$ cat src/rtl/bkpt_pkg.sv
// Shared constants and helpers for the linear address breakpoint unit.
// Assumes two arm bits per breakpoint, held next to each other.
package bkpt_pkg;
    localparam int unsigned ARM_BITS = 2;

    // True when either the local or the global arm bit of a slot is set.
    function automatic logic slot_armed(input logic [ARM_BITS-1:0] en);
        return |en;
    endfunction
endpackage

$ cat src/rtl/bkpt_regs.sv
// Register file: watch address slots, arm register and sticky hit register.
// Assumes writes and hit updates land on the same clock edge; hits win over a write.
module bkpt_regs #(
    parameter int unsigned NUM_BP = 4,
    parameter int unsigned ADDR_W = 32,
    parameter int unsigned SEL_W  = 3
) (
    input  logic                              clk,
    input  logic                              rst_n,
    input  logic                              wr_en,
    input  logic [SEL_W-1:0]                  sel,
    input  logic [ADDR_W-1:0]                 wdata,
    input  logic [NUM_BP-1:0]                 set_hits,
    output logic [ADDR_W-1:0]                 rdata,
    output logic [NUM_BP-1:0][ADDR_W-1:0]     slot_addr,
    output logic [bkpt_pkg::ARM_BITS*NUM_BP-1:0] arm_q,
    output logic [NUM_BP-1:0]                 hit_q
);
    localparam int unsigned ARM_W   = bkpt_pkg::ARM_BITS * NUM_BP;
    localparam logic [SEL_W-1:0] SEL_HIT = SEL_W'(NUM_BP);
    localparam logic [SEL_W-1:0] SEL_ARM = SEL_W'(NUM_BP + 1);

    // One register per watch slot, written when its select matches.
    for (genvar n = 0; n < NUM_BP; n++) begin : g_slot
        always_ff @(posedge clk) begin
            if (!rst_n)
                slot_addr[n] <= '0;
            else if (wr_en && sel == SEL_W'(n))
                slot_addr[n] <= wdata;
        end
    end

    // Arm register keeps only the per-slot enable bits.
    always_ff @(posedge clk) begin
        if (!rst_n)
            arm_q <= '0;
        else if (wr_en && sel == SEL_ARM)
            arm_q <= wdata[ARM_W-1:0];
    end

    // Sticky hit flags: software write replaces them, new hits are ORed on top.
    always_ff @(posedge clk) begin
        if (!rst_n)
            hit_q <= '0;
        else
            hit_q <= ((wr_en && sel == SEL_HIT) ? wdata[NUM_BP-1:0] : hit_q) | set_hits;
    end

    // Read mux; unused selects and unkept bits return zero.
    always_comb begin
        rdata = '0;
        for (int i = 0; i < NUM_BP; i++) begin
            if (sel == SEL_W'(i))
                rdata = slot_addr[i];
        end
        if (sel == SEL_HIT)
            rdata[NUM_BP-1:0] = hit_q;
        if (sel == SEL_ARM)
            rdata[ARM_W-1:0] = arm_q;
    end

    // Without a hit register write, no hit flag ever drops.
    assert_sticky_R7: assert property (@(posedge clk) disable iff (!rst_n)
        !(wr_en && sel == SEL_HIT) |=> ((hit_q & $past(hit_q)) == $past(hit_q)));

    // A requested hit is always visible on the next cycle, even over a write.
    assert_hit_wins_R8: assert property (@(posedge clk) disable iff (!rst_n)
        1'b1 |=> ((hit_q & $past(set_hits)) == $past(set_hits)));
endmodule

$ cat src/rtl/bkpt_match.sv
// Per-slot address comparators and arm decode.
// Assumes the address and slot values are stable for the cycle they are compared in.
module bkpt_match #(
    parameter int unsigned NUM_BP = 4,
    parameter int unsigned ADDR_W = 32
) (
    input  logic [ADDR_W-1:0]                    addr,
    input  logic [NUM_BP-1:0][ADDR_W-1:0]        slot_addr,
    input  logic [bkpt_pkg::ARM_BITS*NUM_BP-1:0] arm,
    output logic [NUM_BP-1:0]                    match,
    output logic [NUM_BP-1:0]                    armed
);
    // One equality comparator and one arm decode per slot.
    for (genvar n = 0; n < NUM_BP; n++) begin : g_cmp
        assign match[n] = (addr == slot_addr[n]);
        assign armed[n] = bkpt_pkg::slot_armed(arm[bkpt_pkg::ARM_BITS*n +: bkpt_pkg::ARM_BITS]);
    end
endmodule

$ cat src/rtl/bkpt_req.sv
// Qualifies matches with valid and arm, and registers a one-cycle exception request.
// Assumes one request per valid cycle, however many slots match.
module bkpt_req #(
    parameter int unsigned NUM_BP = 4,
    parameter int unsigned VEC_W  = 8,
    parameter int unsigned VECTOR = 1
) (
    input  logic              clk,
    input  logic              rst_n,
    input  logic              addr_vld,
    input  logic [NUM_BP-1:0] match,
    input  logic [NUM_BP-1:0] armed,
    output logic [NUM_BP-1:0] set_hits,
    output logic              req,
    output logic [VEC_W-1:0]  vec
);
    // Slots that hit in this cycle.
    always_comb set_hits = addr_vld ? (match & armed) : '0;

    // Request register: high for the cycle after any qualified hit.
    always_ff @(posedge clk) begin
        if (!rst_n)
            req <= 1'b0;
        else
            req <= |set_hits;
    end

    // Vector is driven only while a request is raised.
    always_comb vec = req ? VEC_W'(VECTOR) : '0;

    // Any armed match under valid must raise the request next cycle.
    assert_hit_req_R5: assert property (@(posedge clk) disable iff (!rst_n)
        (addr_vld && |(match & armed)) |=> req);

    // No armed match means no request, regardless of address.
    assert_unarmed_quiet_R4: assert property (@(posedge clk) disable iff (!rst_n)
        (((match & armed) == '0) || !addr_vld) |=> !req);

    // A request is always preceded by a valid address.
    assert_req_needs_vld_R9: assert property (@(posedge clk) disable iff (!rst_n)
        req |-> $past(addr_vld));
endmodule

$ cat src/rtl/lin_bkpt_unit.sv
// Top of the linear address breakpoint unit: register file, comparators, request stage.
// Assumes a synchronous active-low reset and a single clock domain.
module lin_bkpt_unit #(
    parameter int unsigned NUM_BP = 4,
    parameter int unsigned ADDR_W = 32,
    parameter int unsigned VEC_W  = 8,
    parameter int unsigned VECTOR = 1,
    parameter int unsigned SEL_W  = $clog2(NUM_BP + 2)
) (
    input  logic              clk,
    input  logic              rst_n,
    input  logic              cfg_we,
    input  logic [SEL_W-1:0]  cfg_sel,
    input  logic [ADDR_W-1:0] cfg_wdata,
    output logic [ADDR_W-1:0] cfg_rdata,
    input  logic              addr_vld,
    input  logic [ADDR_W-1:0] addr_lin,
    output logic              exc_req,
    output logic [VEC_W-1:0]  exc_vec
);
    localparam int unsigned ARM_W = bkpt_pkg::ARM_BITS * NUM_BP;

    logic [NUM_BP-1:0][ADDR_W-1:0] slot_addr;
    logic [ARM_W-1:0]              arm_q;
    logic [NUM_BP-1:0]             hit_q;
    logic [NUM_BP-1:0]             match;
    logic [NUM_BP-1:0]             armed;
    logic [NUM_BP-1:0]             set_hits;

    bkpt_regs #(.NUM_BP(NUM_BP), .ADDR_W(ADDR_W), .SEL_W(SEL_W)) u_regs (
        .clk(clk), .rst_n(rst_n), .wr_en(cfg_we), .sel(cfg_sel), .wdata(cfg_wdata),
        .set_hits(set_hits), .rdata(cfg_rdata), .slot_addr(slot_addr),
        .arm_q(arm_q), .hit_q(hit_q)
    );

    bkpt_match #(.NUM_BP(NUM_BP), .ADDR_W(ADDR_W)) u_match (
        .addr(addr_lin), .slot_addr(slot_addr), .arm(arm_q),
        .match(match), .armed(armed)
    );

    bkpt_req #(.NUM_BP(NUM_BP), .VEC_W(VEC_W), .VECTOR(VECTOR)) u_req (
        .clk(clk), .rst_n(rst_n), .addr_vld(addr_vld), .match(match), .armed(armed),
        .set_hits(set_hits), .req(exc_req), .vec(exc_vec)
    );

    // Vector output tracks the request flag.
    assert_vec_R10: assert property (@(posedge clk) disable iff (!rst_n)
        exc_req == (exc_vec == VEC_W'(VECTOR)));

    // Reset leaves the request and hit flags clear.
    assert_reset_R1: assert property (@(posedge clk)
        !rst_n |=> (!exc_req && hit_q == '0));
endmodule

$ cat config.mk
export PLATFORM = sky130hd
export DESIGN_NAME = lin_bkpt_unit
export DESIGN_NICKNAME = d
export VERILOG_FILES = /design/src/rtl/bkpt_pkg.sv /design/src/rtl/bkpt_regs.sv /design/src/rtl/bkpt_match.sv /design/src/rtl/bkpt_req.sv /design/src/rtl/lin_bkpt_unit.sv
export SDC_FILE = /design/constraint.sdc
export NUM_CORES = 1
export LEC_CHECK = 0
export BUFFER_PORTS_ARGS = -buffer_cell sky130_fd_sc_hd__buf_4
export CAP_MARGIN = 20
export CORE_AREA = 3 3 166 168
export DETAILED_ROUTE_END_ITERATION = 8
export DIE_AREA = 0 0 169 171
export PLACE_DENSITY_LB_ADDON = 0.12
export SLEW_MARGIN = 20
export SYNTH_ARGS = -nofsm -noshare
export SYNTH_HDL_FRONTEND = slang
export SYNTH_SLANG_ARGS = --single-unit
$ cat constraint.sdc
create_clock -name clk -period 1.7 [get_ports clk]
set_input_delay 0.255 -clock clk [delete_from_list [all_inputs] [get_ports clk]]
set_output_delay 0.255 -clock clk [all_outputs]
set_load 0.01 [all_outputs]
==> results of run 1 <==
==> where the power goes <==
group / switching [mW] / internal [mW]
registers: 0.0617 / 3.38
logic: 0.735 / 0.611
clock network: 1.59 / 2.48
==> flip-flops by register name, indices dropped and copies added, names as in the netlist <==
signal and cells:
u_regs.hit_q 4, u_req.req 1, u_regs.slot_addr 128, u_regs.arm_q 8
==> layout make-up <==
cell class | instances | area (sq um)
fillers | 2583 | 14600
inverters | 5 | 18.8
clock buffers | 20 | 447
well taps | 335 | 419
multi-input cells | 721 | 5060
flip-flops and latches | 141 | 2870
repair buffers | 280 | 2460
clock inverters | 11 | 168
==> per-layer routing <==
layer	part of all wire	global-route usage	vias to the layer above
met2	0.45	0.355	266
met3	0.067	0.0488	44
met4	0.021	0.0649	0
li1	-	-	3578
met5	0	0	-
met1	0.46	0.313	3611
==> worst max-delay path, stage by stage, from the launching register on <==
cell and delay (ns):
dfxtp_2 0.33, buf_6 0.11, mux4_2 0.48, inv_2 0.08, o22ai_2 0.07, buf_4 0.15
==> cell usage after synthesis, types with 2 or more instances <==
master | instances | area (sq um)
o2111ai_1 | 4 | 35.0
dfxtp_1 | 141 | 2820
mux2i_1 | 8 | 80.1
o21a_1 | 4 | 30.0
nor2_1 | 3 | 11.3
xnor2_1 | 16 | 140
buf_2 | 7 | 35.0
a22oi_1 | 34 | 255
buf_6 | 6 | 67.6
nor2b_1 | 8 | 50.1
nand4_1 | 4 | 25.0
and2_1 | 4 | 25.0
a31oi_1 | 3 | 18.8
mux2_2 | 4 | 45.0
a21boi_0 | 6 | 45.0
nor4_1 | 32 | 200
o221ai_1 | 3 | 26.3
nand2_1 | 306 | 1150
nor3b_2 | 2 | 25.0
clkbuf_1 | 36 | 135
a21boi_2 | 27 | 304
xor2_1 | 112 | 981
mux4_2 | 11 | 248
inv_1 | 5 | 18.8
o22ai_1 | 5 | 31.3
a21boi_1 | 103 | 773
nand3_1 | 5 | 25.0
buf_4 | 16 | 120
==> placed cells by master, fill, tap and decap left out, types with 7 or more instances in the layout <==
| cell type | count |
|---|---|
| nand2_1 | 306 |
| buf_4 | 231 |
| a21boi_1 | 103 |
| dfxtp_1 | 100 |
| xor2_1 | 96 |
| dfxtp_2 | 41 |
| a22oi_1 | 33 |
| buf_6 | 31 |
| a21boi_2 | 27 |
| clkbuf_16 | 18 |
| xnor2_1 | 16 |
| buf_12 | 16 |
| nor4_2 | 15 |
| nor4_1 | 15 |
| mux4_2 | 11 |
| xor2_2 | 11 |
| mux2i_1 | 8 |
| conb_1 | 7 |
==> kinds of logic (layout without fill, tap and decap cells) <==
kind of cell	count (synthesis)	after routing	synth area share
other	1	7	0.000477
AO/OA/AOI/OAI	192	192	0.197
AND/OR/NAND/NOR	371	371	0.203
multiplexers	23	23	0.0475
buffers and inverters	72	316	0.0503
flip-flops	141	141	0.359
XOR/XNOR	128	128	0.143
==> worst max-delay path by stage <==
stage,to,slack [ns]
finish,cfg_rdata[3],-0.22
global route,cfg_rdata[3],-0.28
CTS,cfg_rdata[4],-0.22
detailed placement,u_req.req,-0.30
global placement,u_req.req,-0.33
floorplan,u_regs.hit_q[0],0.11
==> stage by stage <==
step / instance area, sq um / setup TNS, ns
finish: 11400 / -1.41
global route: 11400 / -2.42
CTS: 11200 / -1.58
detailed placement: 9990 / -12.08
global placement: 9990 / -12.61
floorplan: 7880 / 0
==> timing repair <==
action / in CTS / in global routing
cloned: 0 / 1
hold endpoints to repair: 0 / 0
gates resized for setup: 113 / 26
endpoints found under the setup margin: 37 / 36
pin swaps: 28 / 12
buffers inserted: 27 / 6
==> impl_metrics.toml, run 1 <==
[critical_path]
path_class = "flop to primary output"
cp.required_ns = 1.44
critPathArrivalTime_ns = 1.66
startpoint_type = "flop"
startpoint = "u_regs.slot_addr[3]"
reg2reg_depth = 8
reg2reg_to = "u_req.req"
end_kind = "primary output"
r2r-start = "u_regs.slot_addr[69]"
rrSetupSlack_ns = -0.04
cp_max_fo = 2

[cts]
hold_buffers = 0
cts.path.max_buffers = 2
path_clk_slew_ns = 0.07
numCtsBuffers = 17
htreeDepth = 4
cts_tree = "done"
clock_latency_ns = 0.44
clockRootBuffer = "clkbuf_16"
cts_sinks = 141

[logic_synthesis]
yosysSeqAreaShare = 0.359
synth-async-reset-ratio = 0
synth_cell_types = 41
ys_ff_latch = 141
syn_avg_cell_area_sq_um = 8.46
synthCells = 928
synth-main-ff-cell = "dfxtp_1"
yosysWarningCount = 0
syn_area_sq_um = 7860
synth_enable_flop_cells = 0

[hold_path]
whs_path_depth = 3
min-delay-start = "cfg_wdata[20]"
min_to = "u_regs.slot_addr[20]"
hold_class = "primary input to flop"

[layout]
final_util = 0.439
layout.nets = 1237
area_growth_pct = 45.7
antenna_cells = 0
instances_no_fill = 1513
drive_above_1_share = 0.383

[power]
power.density_nw_per_um2 = 774
power.total_mw = 8.86
peakVddDrop_mv = 0.462
leakagePower_nw = 4.70

[sta]
setup_ws_ns = -0.219
setup_viol = 14
fin_crit_sh = 1.13
min_period_ns = 1.92
whs_ns = 0.0735
timing.fmax_ghz = 0.521
rsz0062_at_grt = "true"
slew_viol_final = 0
finalHoldViolCount = 0
skew_ns = 0.0185

[floorplan]
rows = 59
die_area_sq_um = 28900
die_w_um = 169
boundaryPins = 112
core_area_sq_um = 26100
initial_utilization = 0.301
die_h_um = 171

[run_status]
violations = "setup timing"
status = "complete, but fails checks"

[route]
drtAntennaViolNets = 0
vias_per_cell = 4.96
drtIter0Drc = 525
wl_per_cell_um = 21.7
drt_first_pass_iters = 6
routed_wl_um = 32800
drc = 0
vias = 7499

[job]
maxCapViolCount = 0

[global_route]
grt_usage = 0.226
antenna_found_initial = 0
grt_start_max_net_pins = 45
grt_pass1_wl_um = 48000
grt_overflow_total = 0
grt_pass1_vias = 7314

[place]
dp_slack_ns = -0.302
dp_cells = 1450
gp_congestion = 0.841
portBuffers = 104
hpwlAfterDp_um = 23400
Power figures use the tool's default switching activity.
==> run 2, diff against run 1 <==
ABC_AREA = 1   (was default)
CORE_AREA = 3 3 164 166   (was 3 3 166 168)
DIE_AREA = 0 0 167 169   (was 0 0 169 171)
clock period = 2.3 ns   (was 1.7 ns; I/O delays follow)
==> impl_metrics.toml, run 2 <==
[run_status]
status = "completed"

[layout]
antenna_cells = 0
reg_top3 = "u_regs.slot_addr x128, u_regs.arm_q x8, u_regs.hit_q x4"
multi_input_area_sq_um = 3870
drive_above_1_share = 0.134
layout_common_cells = "nand2_1, o21ai_0, inv_1"
seq_area_sq_um = 2820
top_register = "u_regs.slot_addr"
layout.nets = 1301
area_growth_pct = 21.2
finalInstanceArea_sq_um = 9240
final_common_cell = "nand2_1"
fill_cells = 2795
largest_reg_flops = 128

[logic_synthesis]
syn_area_sq_um = 7630
synth_commonest_cells = "nand2_1, o21ai_0, inv_1"
synth.area.top_cells = "dfxtp_1, o21ai_0, nand2_1"
synthCells = 1147
yosysSeqAreaShare = 0.370
synth-main-ff-cell = "dfxtp_1"
synth-async-reset-ratio = 0
yosys.area.top_type = "dfxtp_1"
synth_enable_flop_cells = 0
synth_most_common_cell = "nand2_1"
yosysWarningCount = 0
ys_ff_latch = 141
yosysTopAreaCellShare = 0.370
syn_avg_cell_area_sq_um = 6.65
synth_cell_types = 31

[sta]
timing.fmax_ghz = 0.485
fin_crit_sh = 0.896
setup_viol = 0
tightest_slew_ns = 0.845
skew_ns = 0.0100
finalHoldViolCount = 0
rsz0062_at_grt = "false"
tns_ns = 0
whs_ns = 0.158
setup_ws_ns = 0.240
slew_viol_final = 0
slew_headroom = 0.436
min_period_ns = 2.06

[route]
drtIter0Drc = 655
vias = 7694
vias_per_cell = 4.88
drtAntennaViolNets = 0
wl_per_cell_um = 18.7
drc = 0
drt_first_pass_iters = 7
routed_wl_um = 29500

[power]
clkPwrFrac = 0.431
switching_share = 0.281
peakVddDrop_mv = 0.358
power_switching_mw = 1.70
power.total_mw = 6.03
p_int_mw = 4.34
leakagePower_nw = 3.72
comb_power_share = 0.140
seqPwrFrac = 0.429
power.density_nw_per_um2 = 653

[global_route]
antenna_found_initial = 1
grt_start_max_net_pins = 66
grt_overflow_total = 0
grt_pass1_wl_um = 44700
grt_usage = 0.208
grt_pass1_vias = 7315

[cts]
cts-resized-gates = 0
path_clk_slew_ns = 0.06
cts_sinks = 141
cts.path.max_buffers = 2
clock_latency_ns = 0.43
htreeDepth = 4
cts_setup_buffers = 0
numCtsBuffers = 17
hold_buffers = 0
clockRootBuffer = "clkbuf_16"
cts_tree = "done"

[floorplan]
rows = 59
initial_utilization = 0.296
die_h_um = 169
die_area_sq_um = 28200
core_area_sq_um = 25800
boundaryPins = 112
die_w_um = 167

[critical_path]
startpoint_type = "primary input"
path_class = "primary input to primary output"
end_kind = "primary output"
reg2reg_depth = 12
critPathArrivalTime_ns = 1.72
cp.required_ns = 1.96
cp_max_fo = 16

[hold_path]
whs_path_depth = 3
hold_class = "primary input to flop"

[job]
maxCapViolCount = 0

[place]
hpwlAfterDp_um = 22200
placed_cell_area_sq_um = 8720
portBuffers = 104
dp_slack_ns = 0.242
gp_congestion = 0.877
-- run 2: cell types whose count changed after synthesis, sizes merged, moves of 34 or more --
cell    delta
a21oi    +143
a21boi   -136
nand2     -89
nor2     +104
inv      +161
a22oi     -34
o21ai    +178
xor2     -110
-- run 2: cell type report --
cell class / instances / area share
Tap cell: 335 / 0.0453
Inverter: 166 / 0.0674
Timing Repair Buffer: 122 / 0.106
Clock buffer: 23 / 0.0495
Multi-Input combinational cell: 782 / 0.419
Clock inverter: 8 / 0.00745
Sequential cell: 141 / 0.305
-- run 2: stage by stage --
stage / util / cells
after floorplan: - / 1153
after global placement: 0.338 / 1546
after detailed placement: 0.338 / 1546
after CTS: 0.359 / 1577
after global routing: 0.359 / 1577
final: 0.359 / 1577
-- run 2: final timing paths --
path,startpoint,endpoint,slack (ns)
worst max-delay path,cfg_sel[1],cfg_rdata[21],0.24
worst min register to register,u_regs.arm_q[3],u_regs.arm_q[3],0.47
worst max register to register,u_regs.slot_addr[29],u_req.req,0.64
worst min-delay path,cfg_wdata[22],u_regs.slot_addr[54],0.16
-- run 2: cell families after synthesis --
kind of cell	after synthesis	share of synthesized area
xor+xnor	50	0.0574
buf+inv	230	0.125
simple gates	353	0.185
other cells	1	0.000492
flops	141	0.370
compound gates	372	0.262
-- run 2: power by group through the flow --
stage | logic (mW) | registers, mW | clock network, mW
6_report | 0.842 | 2.59 | 2.60
5_1_grt | 0.938 | 2.60 | 2.74
4_1_cts | 0.846 | 2.59 | 2.64
3_5_place_dp | 0.842 | 2.64 | 0
3_3_place_gp | 0.842 | 2.64 | 0
2_1_floorplan | 0.468 | 2.63 | 0
-- run 2: worst max-delay path, cell delays in order --
cell	delay, ns
buf_4	0.13
nor2_1	0.23
nand2_2	0.22
buf_12	0.22
o22ai_1	0.17
a21oi_1	0.05
o21ai_0	0.15
buf_4	0.19
-- run 2: metal layers --
| layer | GRT usage | up-vias | share of wire | routed length, um |
|---|---|---|---|---|
| li1 | - | 3887 | - | - |
| met1 | 0.283 | 3552 | 0.47 | 13900 |
| met2 | 0.338 | 210 | 0.46 | 13500 |
| met3 | 0.0376 | 43 | 0.046 | 1370 |
| met4 | 0.0653 | 2 | 0.024 | 706 |
| met5 | 0 | - | 0.00044 | 13 |
